===== src/rtl/bcdcal_pkg.sv =====
package bcdcal_pkg;

    localparam int NUM_FIELDS = 6;
    localparam int ADDR_W     = 3;

    typedef enum logic [ADDR_W-1:0] {
        SEL_SEC   = 3'd0,
        SEL_MIN   = 3'd1,
        SEL_HOUR  = 3'd2,
        SEL_DATE  = 3'd3,
        SEL_MONTH = 3'd4,
        SEL_YEAR  = 3'd5,
        SEL_WDAY  = 3'd6
    } reg_sel_e;

    // Per-field tens digit width, restart value and fixed top value
    localparam int          FIELD_TENS_W [NUM_FIELDS] = '{3, 3, 2, 2, 1, 4};
    localparam logic [7:0]  FIELD_MIN    [NUM_FIELDS] = '{8'h00, 8'h00, 8'h00, 8'h01, 8'h01, 8'h00};
    localparam logic [7:0]  FIELD_TOP    [NUM_FIELDS] = '{8'h59, 8'h59, 8'h23, 8'h31, 8'h12, 8'h99};

    localparam logic [2:0]  WDAY_LAST = 3'd6;

    // Multiple of four in BCD: even tens needs units 0/4/8, odd tens needs 2/6
    function automatic logic bcd_mult4(input logic [4:0] yr_low);
        logic [3:0] u;
        u = yr_low[3:0];
        if (yr_low[4])
            return (u == 4'd2) || (u == 4'd6);
        else
            return (u == 4'd0) || (u == 4'd4) || (u == 4'd8);
    endfunction

endpackage


===== src/rtl/bcdcal_prescaler.sv =====
module bcdcal_prescaler #(
    parameter int TICKS_PER_SEC = 4
) (
    input  logic clk,
    input  logic rst_n,
    input  logic tick_i,
    input  logic clr_i,
    output logic step_o
);
    localparam int PH_W = (TICKS_PER_SEC > 1) ? $clog2(TICKS_PER_SEC) : 1;
    localparam logic [PH_W-1:0] PH_LAST = PH_W'(TICKS_PER_SEC - 1);

    typedef struct packed {
        logic [PH_W-1:0] phase;
    } ps_state_t;

    ps_state_t st_d, st_q;

    always_comb begin
        st_d   = st_q;
        step_o = 1'b0;
        if (clr_i) begin
            st_d.phase = '0;
        end else if (tick_i) begin
            if (st_q.phase >= PH_LAST) begin
                st_d.phase = '0;
                step_o     = 1'b1;
            end else begin
                st_d.phase = st_q.phase + 1'b1;
            end
        end
    end

    always_ff @(posedge clk or negedge rst_n) begin
        if (!rst_n) st_q <= '0;
        else        st_q <= st_d;
    end

endmodule


===== src/rtl/bcdcal_field.sv =====
module bcdcal_field #(
    parameter int         TENS_W  = 3,
    parameter logic [7:0] MIN_VAL = 8'h00
) (
    input  logic                clk,
    input  logic                rst_n,
    input  logic                inc_i,
    input  logic                load_i,
    input  logic [TENS_W+3:0]   load_val_i,
    input  logic [7:0]          top_i,
    output logic [TENS_W+3:0]   val_o,
    output logic                wrap_o
);
    localparam int VAL_W = TENS_W + 4;

    typedef struct packed {
        logic [TENS_W-1:0] tens;
        logic [3:0]        units;
    } bcd_t;

    bcd_t cnt_d, cnt_q;
    logic at_top;

    always_comb begin
        at_top = (8'(cnt_q) >= top_i);
        cnt_d  = cnt_q;
        wrap_o = 1'b0;
        if (load_i) begin
            cnt_d = load_val_i;
        end else if (inc_i) begin
            if (at_top) begin
                cnt_d  = MIN_VAL[VAL_W-1:0];
                wrap_o = 1'b1;
            end else if (cnt_q.units >= 4'd9) begin
                cnt_d.units = 4'd0;
                cnt_d.tens  = cnt_q.tens + 1'b1;
            end else begin
                cnt_d.units = cnt_q.units + 4'd1;
            end
        end
    end

    always_ff @(posedge clk or negedge rst_n) begin
        if (!rst_n) cnt_q <= MIN_VAL[VAL_W-1:0];
        else        cnt_q <= cnt_d;
    end

    assign val_o = cnt_q;

endmodule


===== src/rtl/bcdcal_month_len.sv =====
module bcdcal_month_len (
    input  logic [7:0] month_i,
    input  logic [4:0] year_low_i,
    output logic [7:0] last_day_o
);
    import bcdcal_pkg::*;

    always_comb begin
        unique case (month_i)
            8'h04, 8'h06, 8'h09, 8'h11: last_day_o = 8'h30;
            8'h02:                      last_day_o = bcd_mult4(year_low_i) ? 8'h29 : 8'h28;
            default:                    last_day_o = 8'h31;
        endcase
    end

endmodule


===== src/rtl/bcd_calendar_clock.sv =====
module bcd_calendar_clock #(
    parameter int TICKS_PER_SEC = 4
) (
    input  logic       clk,
    input  logic       rst_n,
    input  logic       tick_i,
    input  logic       wr_en_i,
    input  logic [2:0] wr_addr_i,
    input  logic [7:0] wr_data_i,
    output logic [7:0] sec_o,
    output logic [7:0] min_o,
    output logic [7:0] hour_o,
    output logic [7:0] date_o,
    output logic [7:0] month_o,
    output logic [7:0] year_o,
    output logic [7:0] wday_o
);
    import bcdcal_pkg::*;

    localparam int IDX_SEC   = 0;
    localparam int IDX_HOUR  = 2;
    localparam int IDX_DATE  = 3;
    localparam int IDX_MONTH = 4;
    localparam int IDX_YEAR  = 5;

    typedef struct packed {
        logic       mode24;
        logic [2:0] wday;
    } top_state_t;

    top_state_t st_d, st_q;

    logic                  wr_valid;
    logic                  sec_step;
    logic                  field_inc  [NUM_FIELDS];
    logic                  field_wrap [NUM_FIELDS];
    logic [7:0]            field_val  [NUM_FIELDS];
    logic [7:0]            date_last;

    assign wr_valid = wr_en_i && (wr_addr_i <= SEL_WDAY);

    bcdcal_prescaler #(
        .TICKS_PER_SEC (TICKS_PER_SEC)
    ) u_prescaler (
        .clk    (clk),
        .rst_n  (rst_n),
        .tick_i (tick_i),
        .clr_i  (wr_valid),
        .step_o (sec_step)
    );

    bcdcal_month_len u_month_len (
        .month_i    (field_val[IDX_MONTH]),
        .year_low_i (field_val[IDX_YEAR][4:0]),
        .last_day_o (date_last)
    );

    for (genvar g = 0; g < NUM_FIELDS; g++) begin : g_field
        localparam int FW = FIELD_TENS_W[g] + 4;
        logic [FW-1:0] val_raw;
        logic [7:0]    top_val;
        logic          load_me;

        if (g == IDX_SEC) begin : g_head
            assign field_inc[g] = sec_step && !wr_valid;
        end else begin : g_chain
            assign field_inc[g] = field_wrap[g-1];
        end

        if (g == IDX_DATE) begin : g_dyn_top
            assign top_val = date_last;
        end else begin : g_fix_top
            assign top_val = FIELD_TOP[g];
        end

        assign load_me = wr_valid && (wr_addr_i == 3'(g));

        bcdcal_field #(
            .TENS_W  (FIELD_TENS_W[g]),
            .MIN_VAL (FIELD_MIN[g])
        ) u_field (
            .clk        (clk),
            .rst_n      (rst_n),
            .inc_i      (field_inc[g]),
            .load_i     (load_me),
            .load_val_i (wr_data_i[FW-1:0]),
            .top_i      (top_val),
            .val_o      (val_raw),
            .wrap_o     (field_wrap[g])
        );

        assign field_val[g] = 8'(val_raw);
    end

    always_comb begin
        st_d = st_q;
        if (wr_valid && (wr_addr_i == SEL_HOUR)) begin
            st_d.mode24 = wr_data_i[7];
        end
        if (wr_valid && (wr_addr_i == SEL_WDAY)) begin
            st_d.wday = wr_data_i[2:0];
        end else if (field_wrap[IDX_HOUR]) begin
            st_d.wday = (st_q.wday >= WDAY_LAST) ? 3'd0 : st_q.wday + 3'd1;
        end
    end

    always_ff @(posedge clk or negedge rst_n) begin
        if (!rst_n) st_q <= '0;
        else        st_q <= st_d;
    end

    assign sec_o   = field_val[0];
    assign min_o   = field_val[1];
    assign hour_o  = field_val[IDX_HOUR] | {st_q.mode24, 7'b0};
    assign date_o  = field_val[IDX_DATE];
    assign month_o = field_val[IDX_MONTH];
    assign year_o  = field_val[IDX_YEAR];
    assign wday_o  = {5'b0, st_q.wday};

endmodule


===== config.mk =====
export PLATFORM = sky130hd
export DESIGN_NAME = bcd_calendar_clock
export DESIGN_NICKNAME = d
export VERILOG_FILES = /design/src/rtl/bcdcal_pkg.sv /design/src/rtl/bcdcal_prescaler.sv /design/src/rtl/bcdcal_field.sv /design/src/rtl/bcdcal_month_len.sv /design/src/rtl/bcd_calendar_clock.sv
export SDC_FILE = /design/constraint.sdc
export NUM_CORES = 1
export LEC_CHECK = 0
export CAP_MARGIN = 20
export CORE_AREA = 8 8 125 127
export CTS_CLUSTER_SIZE = 10
export DETAILED_ROUTE_END_ITERATION = 6
export DIE_AREA = 0 0 133 135
export GPL_TIMING_DRIVEN = 1
export MAX_ROUTING_LAYER = met4
export PLACE_DENSITY = 0.55
export SLEW_MARGIN = 0
export SYNTH_ARGS = -nofsm -noshare
export SYNTH_HDL_FRONTEND = slang
export SYNTH_SLANG_ARGS = --single-unit

===== constraint.sdc =====
create_clock -name clk -period 4.2 [get_ports clk]
set_input_delay 0.84 -clock clk [delete_from_list [all_inputs] [get_ports clk]]
set_output_delay 0.84 -clock clk [all_outputs]
set_load 0.01 [all_outputs]

==> results of run 1 <==
## synthesized netlist by cell type (3+ instances only)
master and n:
or2_2 4, and4b_1 3, nand2_1 39, nor4_1 4
and3_1 9, dfrtp_1 43, a21oi_1 22, inv_1 31
ha_1 34, buf_4 13, nor3_1 8, a211oi_1 4
a221o_1 9, o31ai_1 3, nand3_1 18, o31a_1 3
o21ai_0 25, a21boi_0 3, nor2_1 29, buf_2 3
and2_1 3, nand4b_1 6, mux2i_1 4, a31oi_1 8
a21o_1 5, clkbuf_1 8, a32oi_1 3
## worst max-delay path, stage by stage, from the launching register on
cell	delay, ps
dfrtp_1	470
inv_1	120
ha_1	210
nand2b_1	80
a21boi_0	180
o221ai_1	150
a21oi_1	160
a31oi_1	70
ha_1	290
nor4b_1	50
o21ai_0	340
nand3_1	250
o41a_1	510
a21o_1	190
a221o_1	280
## per-layer routing
| metal | vias up | wire length, um | global-route usage (%) |
|---|---|---|---|
| met1 | 1561 | 4860 | 14.7 |
| met3 | 7 | 412 | 1.75 |
| met2 | 91 | 5000 | 19.3 |
| met4 | 0 | 77 | 2.59 |
| li1 | 1560 | - | - |
| met5 | - | 0 | - |
## where the power goes
group	internal, mW	switching (mW)
clock network	0.219	0.169
logic	0.483	0.471
registers	0.558	0.200
## logic make-up (layout without fill, tap and decap cells)
family,after synthesis,after routing,share of synthesized area (%)
DFF,45,45,32.7
xor gates and xnor gates,3,3,0.762
other,1,13,0.109
muxes,4,4,1.16
adders and majority gates,34,34,12.3
AOI/OAI and AO/OA,111,111,22.5
buffers and inverters,56,103,7.84
and+or+nand+nor,144,144,22.5
## final cells by class
class | instances | area share [%]
Tap cell | 180 | 5.21
Timing Repair Buffer | 64 | 14.3
Clock buffer | 6 | 2.98
Sequential cell | 45 | 26.1
Clock inverter | 2 | 0.232
Inverter | 31 | 2.69
Multi-Input combinational cell | 309 | 48.5
## worst max-delay path by stage
stage / endpoint / start / cells past startpoint / slack (ps)
floorplan: g_field[5].u_field.val_o[3] / g_field[5].u_field.val_o[0] / 14 / 1130
global placement: g_field[5].u_field.val_o[3] / wr_addr_i[2] / 8 / 670
detailed placement: g_field[5].u_field.val_o[3] / wr_addr_i[2] / 8 / 560
CTS: g_field[5].u_field.val_o[3] / g_field[5].u_field.val_o[0] / 14 / 750
global route: g_field[5].u_field.val_o[3] / g_field[5].u_field.val_o[0] / 14 / 390
finish: g_field[5].u_field.val_o[3] / g_field[5].u_field.val_o[0] / 14 / 740
## placed cells by master, fill, tap and decap left out, types with 3 or more instances in the layout
cell type / Yosys / final
a211oi_1: 4 / 4
a21boi_0: 3 / 3
a21o_1: 5 / 5
a21oi_1: 22 / 22
a221o_1: 9 / 9
a31oi_1: 8 / 8
a32oi_1: 3 / 3
and2_1: 3 / 3
and3_1: 9 / 9
and4b_1: 3 / 3
buf_4: 13 / 7
clkbuf_16: 0 / 5
clkdlybuf4s50_1: 0 / 56
conb_1: 1 / 13
dfrtp_1: 43 / 43
ha_1: 34 / 34
inv_1: 31 / 31
mux2i_1: 4 / 4
nand2_1: 39 / 39
nand3_1: 18 / 18
nand4b_1: 6 / 6
nor2_1: 29 / 29
nor3_1: 8 / 8
nor4_1: 4 / 4
o21ai_0: 25 / 25
o31a_1: 3 / 3
o31ai_1: 3 / 3
or2_2: 4 / 4
## flip-flops by register name, summed over array words and instances, names as in the netlist
signal	cells
g_field.u_field.val_o	39
wday_o	3
u_prescaler.st_q	2
st_q	1
## through the flow
stage	instance area, um2	utilization, %	power, mW	hold slack [ps]	cells
after floorplan	3490	-	1.27	511	410
after global placement	4180	30.7	1.71	471	629
after detailed placement	4180	30.7	1.72	484	629
after CTS	4320	31.7	2.12	499	637
after global routing	4320	31.7	2.27	524	637
final	4320	31.7	2.10	495	637
==> run summary, run 1 <==
Synth top area cells: dfrtp_1 31%, ha_1 12%, nand2_1 4.2%
Seq/Total Area, Yosys: 32.7%
Share of cells above drive strength 1: 6.56%
Initial core utilization: 25.3%
CTS Hold Bufs: 0
Slew HR: 46.7%
Cell taking the most area after synthesis: dfrtp_1
HPWL after DPL: 7870 um
RSZ-0062 raised after global routing: false
Syn avg cell area: 8.66 um2
Total vias in the final route: 3,219
Setup Buffers After CTS: 0
Initial antenna violation count: 0
Leakage: 1.85 nW
Vias in the first global route: 3,074
Worst Tran Pin Value: 789 ps
I/O pin count: 71
Via density: 5.05
Power density over the cells: 486 mW/mm2
Ys Warns: 0
Yosys reg bits: 45
Synthesized cell area: 0.00345 mm2
CTS root buf: clkbuf_16
Ys flop type: dfrtp_1
Clock Skew: 4.15 ps
ANT cells: 0
Initial drt markers: 235
Crit Path Max Fanout: 7
Num CTS Buffers: 5
Hold Path Cell Cnt: 2
Clock sinks: 45
Max VDD drop: 0.000193 V
Gr usage total: 11.7%
Final ANT Viol Nets: 0
R2R setup slack: 740 ps
Worst EP arrival: 3630 ps
Setup crit end kind: flop
HP Start: st_q[3]
Slew Limit Fails: 0
Post-Place Setup Slack: 563 ps
Final Cycle Share: 82.4%
Clock Tree Buf Depth: 2
H-tree levels: 2
Setup TNS Final: 0 ps
Max-cap violation count: 0
Gp weighted congestion: 0.842
Worst-Skew Late Latency: 280 ps
Worst R2R Path Depth: 14
Reg area: 0.00113 mm2
Worst R2R Start: g_field[5].u_field.val_o[0]
Drt wl/cell: 16.2 um
Largest net degree at the start of global routing: 25
Post-cts resize count: 0
Full die area: 0.0180 mm2
Gr ovfl total: 0
Post-Syn Instances: 398
Worst min-delay path endpoint: st_q[3]
Fillers: 1,399
PnR worst setup slack: 740 ps
Worst setup path class: reg2reg
Area Overhead vs Synth: 25.3%
Final hold vios: 0
Port Buffers: 57
Post-synth top area share: 31.2%
Crit start category: flop
Max Clk Rate: 289 MHz
Core box area: 0.0136 mm2
Final net count: 505
Chip width: 133 um
First-pass GRT wire length: 16,700 um
R2r endpoint: g_field[5].u_field.val_o[3]
Ys async rst share: 100%
Hold Path Class: reg2reg
CTS clock-pin slew for the worst setup and hold paths: 70 ps
Min cycle time layout: 3460 ps
Endpoints failing setup: 0
Status: completed
CTS tree: yes
Worst path required time: 4370 ps
EDFF count, synth: 0
Die Height: 135 um
Multi-input logic area: 0.00209 mm2
Drt pass-1 iters: 4
# DRC: 0
Synth cell types: 67
Placement Rows: 43
DRT Wirelength: 10,300 um
Power figures use the tool's default switching activity.
==> inputs of run 2 (changes only) <==
clock period = 3.3 ns   (was 4.2 ns; I/O delays follow)
==> run summary, run 2 (synthesis gave the netlist of run 1 again) <==
Total vias in the final route: 3,205
First-pass GRT wire length: 17,000 um
Slew HR: 44.2%
Placement Rows: 43
Worst-Skew Late Latency: 280 ps
CTS tree: yes
Most common cell after layout, fill and taps aside: clkdlybuf4s50_1
Gp weighted congestion: 0.826
Gr usage total: 11.8%
Crit Path Max Fanout: 6
Max VDD drop: 0.000266 V
Max FFs per register: 39
CTS root buf: clkbuf_16
Commonest non-fill, non-tap cells in the layout: 56 x clkdlybuf4s50_1, 43 x dfrtp_1, 39 x nand2_1, 34 x ha_1, 31 x inv_1
Worst EP arrival: 3360 ps
Worst R2R Path Depth: 14
Status: completed
R2R setup slack: 110 ps
Initial antenna violation count: 0
Hold_ws: 327 ps
DRT Wirelength: 10,300 um
Crit path from: g_field[5].u_field.val_o[1]
Clock sinks: 45
Initial core utilization: 25.3%
Drt pass-1 iters: 4
CTS Hold Bufs: 0
Drt wl/cell: 15.9 um
Final Cycle Share: 96.6%
Min cycle time layout: 3190 ps
Share of cells above drive strength 1: 8.99%
Initial drt markers: 151
Max-cap violation count: 0
Gr ovfl total: 0
Worst Tran Pin Value: 827 ps
H-tree levels: 2
Slew Limit Fails: 0
Port Buffers: 57
Final net count: 515
Clock Skew: 5.43 ps
HPWL after DPL: 7980 um
Hold Path Class: in2async
Chip width: 133 um
# DRC: 0
Core box area: 0.0136 mm2
Num CTS Buffers: 5
I/O pin count: 71
RSZ-0062 raised after global routing: true
Power density over the cells: 620 mW/mm2
Final hold vios: 0
Worst path required time: 3470 ps
Die Height: 135 um
Vias in the first global route: 3,199
Setup crit end kind: flop
CTS clock-pin slew for the worst setup and hold paths: 60 ps
Critical Path End: g_field[5].u_field.val_o[3]
Worst setup path class: reg2reg
ANT cells: 0
Max Clk Rate: 314 MHz
Setup TNS Final: 0 ps
Crit start category: flop
Worst R2R Start: g_field[5].u_field.val_o[1]
R2r endpoint: g_field[5].u_field.val_o[3]
Largest net degree at the start of global routing: 27
Full die area: 0.0180 mm2
Area Overhead vs Synth: 28.2%
Clock Tree Buf Depth: 2
Final ANT Viol Nets: 0
Via density: 4.95
Endpoints failing setup: 0
Leakage: 1.91 nW
==> run 2: cell count changes in the layout (fill, tap and decap cells not counted), sizes merged <==
cell / delta
buf: +10
clkbuf: +1
clkinv: -1
==> run 2: power breakdown <==
group	leakage, nW	internal (mW)	switching, mW
registers	0.533	0.710	0.240
logic	1.29	0.637	0.619
clock network	0.0799	0.321	0.214
==> run 2: worst min path at each step <==
| stage | start | endpoint | depth (start not counted) | slack, ps |
|---|---|---|---|---|
| after detailed placement | st_q[3] | st_q[3] | 2 | 480 |
| after CTS | rst_n | g_field[1].u_field.val_o[2] | 1 | 340 |
| final | rst_n | g_field[1].u_field.val_o[4] | 1 | 330 |
| after global routing | rst_n | g_field[1].u_field.val_o[4] | 1 | 370 |
| after floorplan | rst_n | g_field[0].u_field.val_o[0] | 0 | 360 |
| after global placement | st_q[3] | st_q[3] | 2 | 460 |
==> run 2: timing repair <==
item | in CTS | in global routing
resized for setup | 1 | 1
endpoints found under the setup margin | 1 | 5
setup buffers | 0 | 0
==> run 2: metal layers <==
metal	wire length [um]	vias to the layer above	global-route usage [%]
met5	0	-	-
met4	148	0	3.41
met3	248	11	1.56
met2	4990	72	19.4
met1	4930	1541	14.7
li1	-	1581	-
==> run 2: final cells by class <==
cell class / instances / area (um2)
Fill cell: 1454 / 9190
Multi-Input combinational cell: 309 / 2100
Sequential cell: 45 / 1130
Timing Repair Buffer: 74 / 693
Tap cell: 180 / 225
Clock buffer: 7 / 153
Inverter: 31 / 116
Clock inverter: 1 / 5.00
==> run 2: critical path, cell delays in order (launching register included) <==
cell and delay, ps:
dfrtp_1 390, inv_1 110, ha_1 190, nand2b_1 80, a21boi_0 170, o221ai_1 140, a21oi_1 170, a31oi_1 70
ha_1 280, nor4b_1 50, o21ai_1 240, nand3_1 200, o41a_1 500, a21o_1 190, a221o_1 280
==> run 2: through the flow <==
step	util, %	cells	instance area [um2]	setup WS, ps	total power, mW
after floorplan	-	410	3490	227	1.62
after global placement	31.3	639	4260	82.7	2.20
after detailed placement	31.3	639	4260	-10.2	2.22
after CTS	32.4	647	4420	93.5	2.78
after global routing	32.5	647	4420	-135	2.97
final	32.5	647	4420	111	2.74
==> inputs of run 3 (changes only) <==
CELL_PAD_IN_SITES_DETAIL_PLACEMENT = 1   (was default)
CELL_PAD_IN_SITES_GLOBAL_PLACEMENT = 2   (was default)
PLACE_DENSITY = 0.78   (was 0.55)
SETUP_SLACK_MARGIN = 0.2   (was default)
==> run summary, run 3 (synthesis gave the netlist of run 1 again) <==
Status: completed
Final Instance Area: 0.00452 mm2
Worst path slowest cell: clkdlybuf4s50_1
ANT cells: 0
Worst Path Buf+Inv: 1
HPWL after DPL: 8960 um
WP depth: 7
Via density: 5.07
CTS Hold Bufs: 0
Initial drt markers: 150
Max FFs per register: 39
Sw Pwr: 1.14 mW
Worst R2R Start: g_field[5].u_field.val_o[0]
Worst EP arrival: 3120 ps
Sw frac: 38.7%
Gr ovfl total: 0
CTS clock-pin slew for the worst setup and hold paths: 70 ps
Seq pwr share: 32.5%
Slowest cell delay on critical path: 600 ps
GR Layer Usage met3: 2.64%
Most common cell after layout, fill and taps aside: clkdlybuf4s50_1
Chip width: 133 um
Crit path from: wr_addr_i[2]
Crit Path Max Fanout: 7
Slew Limit Fails: 0
PnR worst setup slack: 366 ps
Logic gate share of total power: 44.9%
Final ANT Viol Nets: 0
Drt pass-1 iters: 4
CTS root buf: clkbuf_16
Area Overhead vs Synth: 31.0%
Clock Tree Buf Depth: 2
Clock share of power: 22.6%
Vias in the first global route: 3,713
Worst R2R Path Depth: 14
Worst Tran Pin Value: 839 ps
Gr usage total: 13.7%
Critical Path End: g_field[5].u_field.val_o[3]
Met2 global-route usage: 24.1%
Share of cells above drive strength 1: 11.3%
Clock sinks: 45
Total vias in the final route: 3,297
Hold_ws: 451 ps
Dpl cell area: 0.00428 mm2
CTS tree: yes
I/O pin count: 71
Met1 usage: 15.6%
Power density over the cells: 653 mW/mm2
Worst setup path class: in2reg
Drt wl/cell: 18.0 um
R2R setup slack: 380 ps
Die Height: 135 um
Initial core utilization: 25.3%
Worst path cell trace: clkdlybuf4s50_1 -> nor4bb_1 -> a311oi_2 -> nand4_1 -> o41a_1 -> a21o_1 -> a221o_1
Port Buffers: 57
R2r endpoint: g_field[3].u_field.val_o[3]
Gp weighted congestion: 0.812
Setup Buffers After CTS: 0
Final net count: 518
Worst path required time: 3480 ps
Clock Skew: 6.99 ps
Commonest non-fill, non-tap cells in the layout: 56 x clkdlybuf4s50_1, 43 x dfrtp_1, 38 x nand2_1, 34 x ha_1, 30 x inv_1
First-pass GRT wire length: 19,600 um
Min cycle time layout: 2930 ps
Setup TNS Final: 0 ps
Initial antenna violation count: 0
Crit start category: input port
Gr busiest metal: met2
Final hold vios: 0
Slew HR: 43.6%
Placement Rows: 43
Max-cap violation count: 0
# DRC: 0
Worst-Skew Late Latency: 290 ps
Endpoints failing setup: 0
Leakage: 1.94 nW
Setup crit end kind: flop
DRT Wirelength: 11,700 um
Post-Place Setup Slack: 70.4 ps
Largest net degree at the start of global routing: 31
Core box area: 0.0136 mm2
P_int: 1.81 mW
Num CTS Buffers: 5
Hold Path Class: in2async
Full die area: 0.0180 mm2
Crit-path leading delay family: compound AO/OA/AOI/OAI gates
Max Clk Rate: 341 MHz
RSZ-0062 raised after global routing: true
Max VDD drop: 0.000237 V
H-tree levels: 2
Final Cycle Share: 88.9%
-- run 3: worst min path at each step --
stage,from,slack [ps],depth (start not counted),endpoint
3_5_place_dp,st_q[3],510,2,st_q[3]
2_1_floorplan,rst_n,360,0,g_field[0].u_field.val_o[0]
4_1_cts,rst_n,480,1,g_field[2].u_field.val_o[1]
5_1_grt,rst_n,500,1,g_field[2].u_field.val_o[1]
6_report,rst_n,450,1,wday_o[1]
3_3_place_gp,st_q[3],500,2,st_q[3]
-- run 3: power by group through the flow --
stage	registers (mW)	clock network (mW)	logic [mW]
2_1_floorplan	0.981	0	0.641
3_3_place_gp	0.954	0	1.27
3_5_place_dp	0.962	0	1.31
4_1_cts	0.955	0.681	1.32
5_1_grt	0.999	0.701	1.50
6_report	0.958	0.665	1.33
-- run 3: what timing repair did --
item	CTS	global route
resized for setup	1	14
pin swaps	1	4
endpoints found under the setup margin	3	16
gates cloned	0	0
-- run 3: layout make-up --
type | count | area (um2)
fillers | 1590 | 9090
multi-input cells | 309 | 2140
flip-flops and latches | 45 | 1130
repair buffers | 77 | 716
well taps | 180 | 225
clock buffers | 5 | 125
inverters | 31 | 116
clock inverters | 3 | 65.1
-- run 3: per-stage QoR --
step / utilization, % / power, mW / cells
3_3_place_gp: 31.4 / 2.22 / 642
2_1_floorplan: - / 1.62 / 410
3_5_place_dp: 31.4 / 2.27 / 642
6_report: 33.2 / 2.95 / 650
5_1_grt: 33.2 / 3.20 / 650
4_1_cts: 32.9 / 2.96 / 650
-- run 3: metal layers --
layer  part of all wire (%)  routed length [um]
met2                     50                5890
met3                    3.6                 420
met5                      0                   0
met4                    1.9                 218
met1                     44                5140
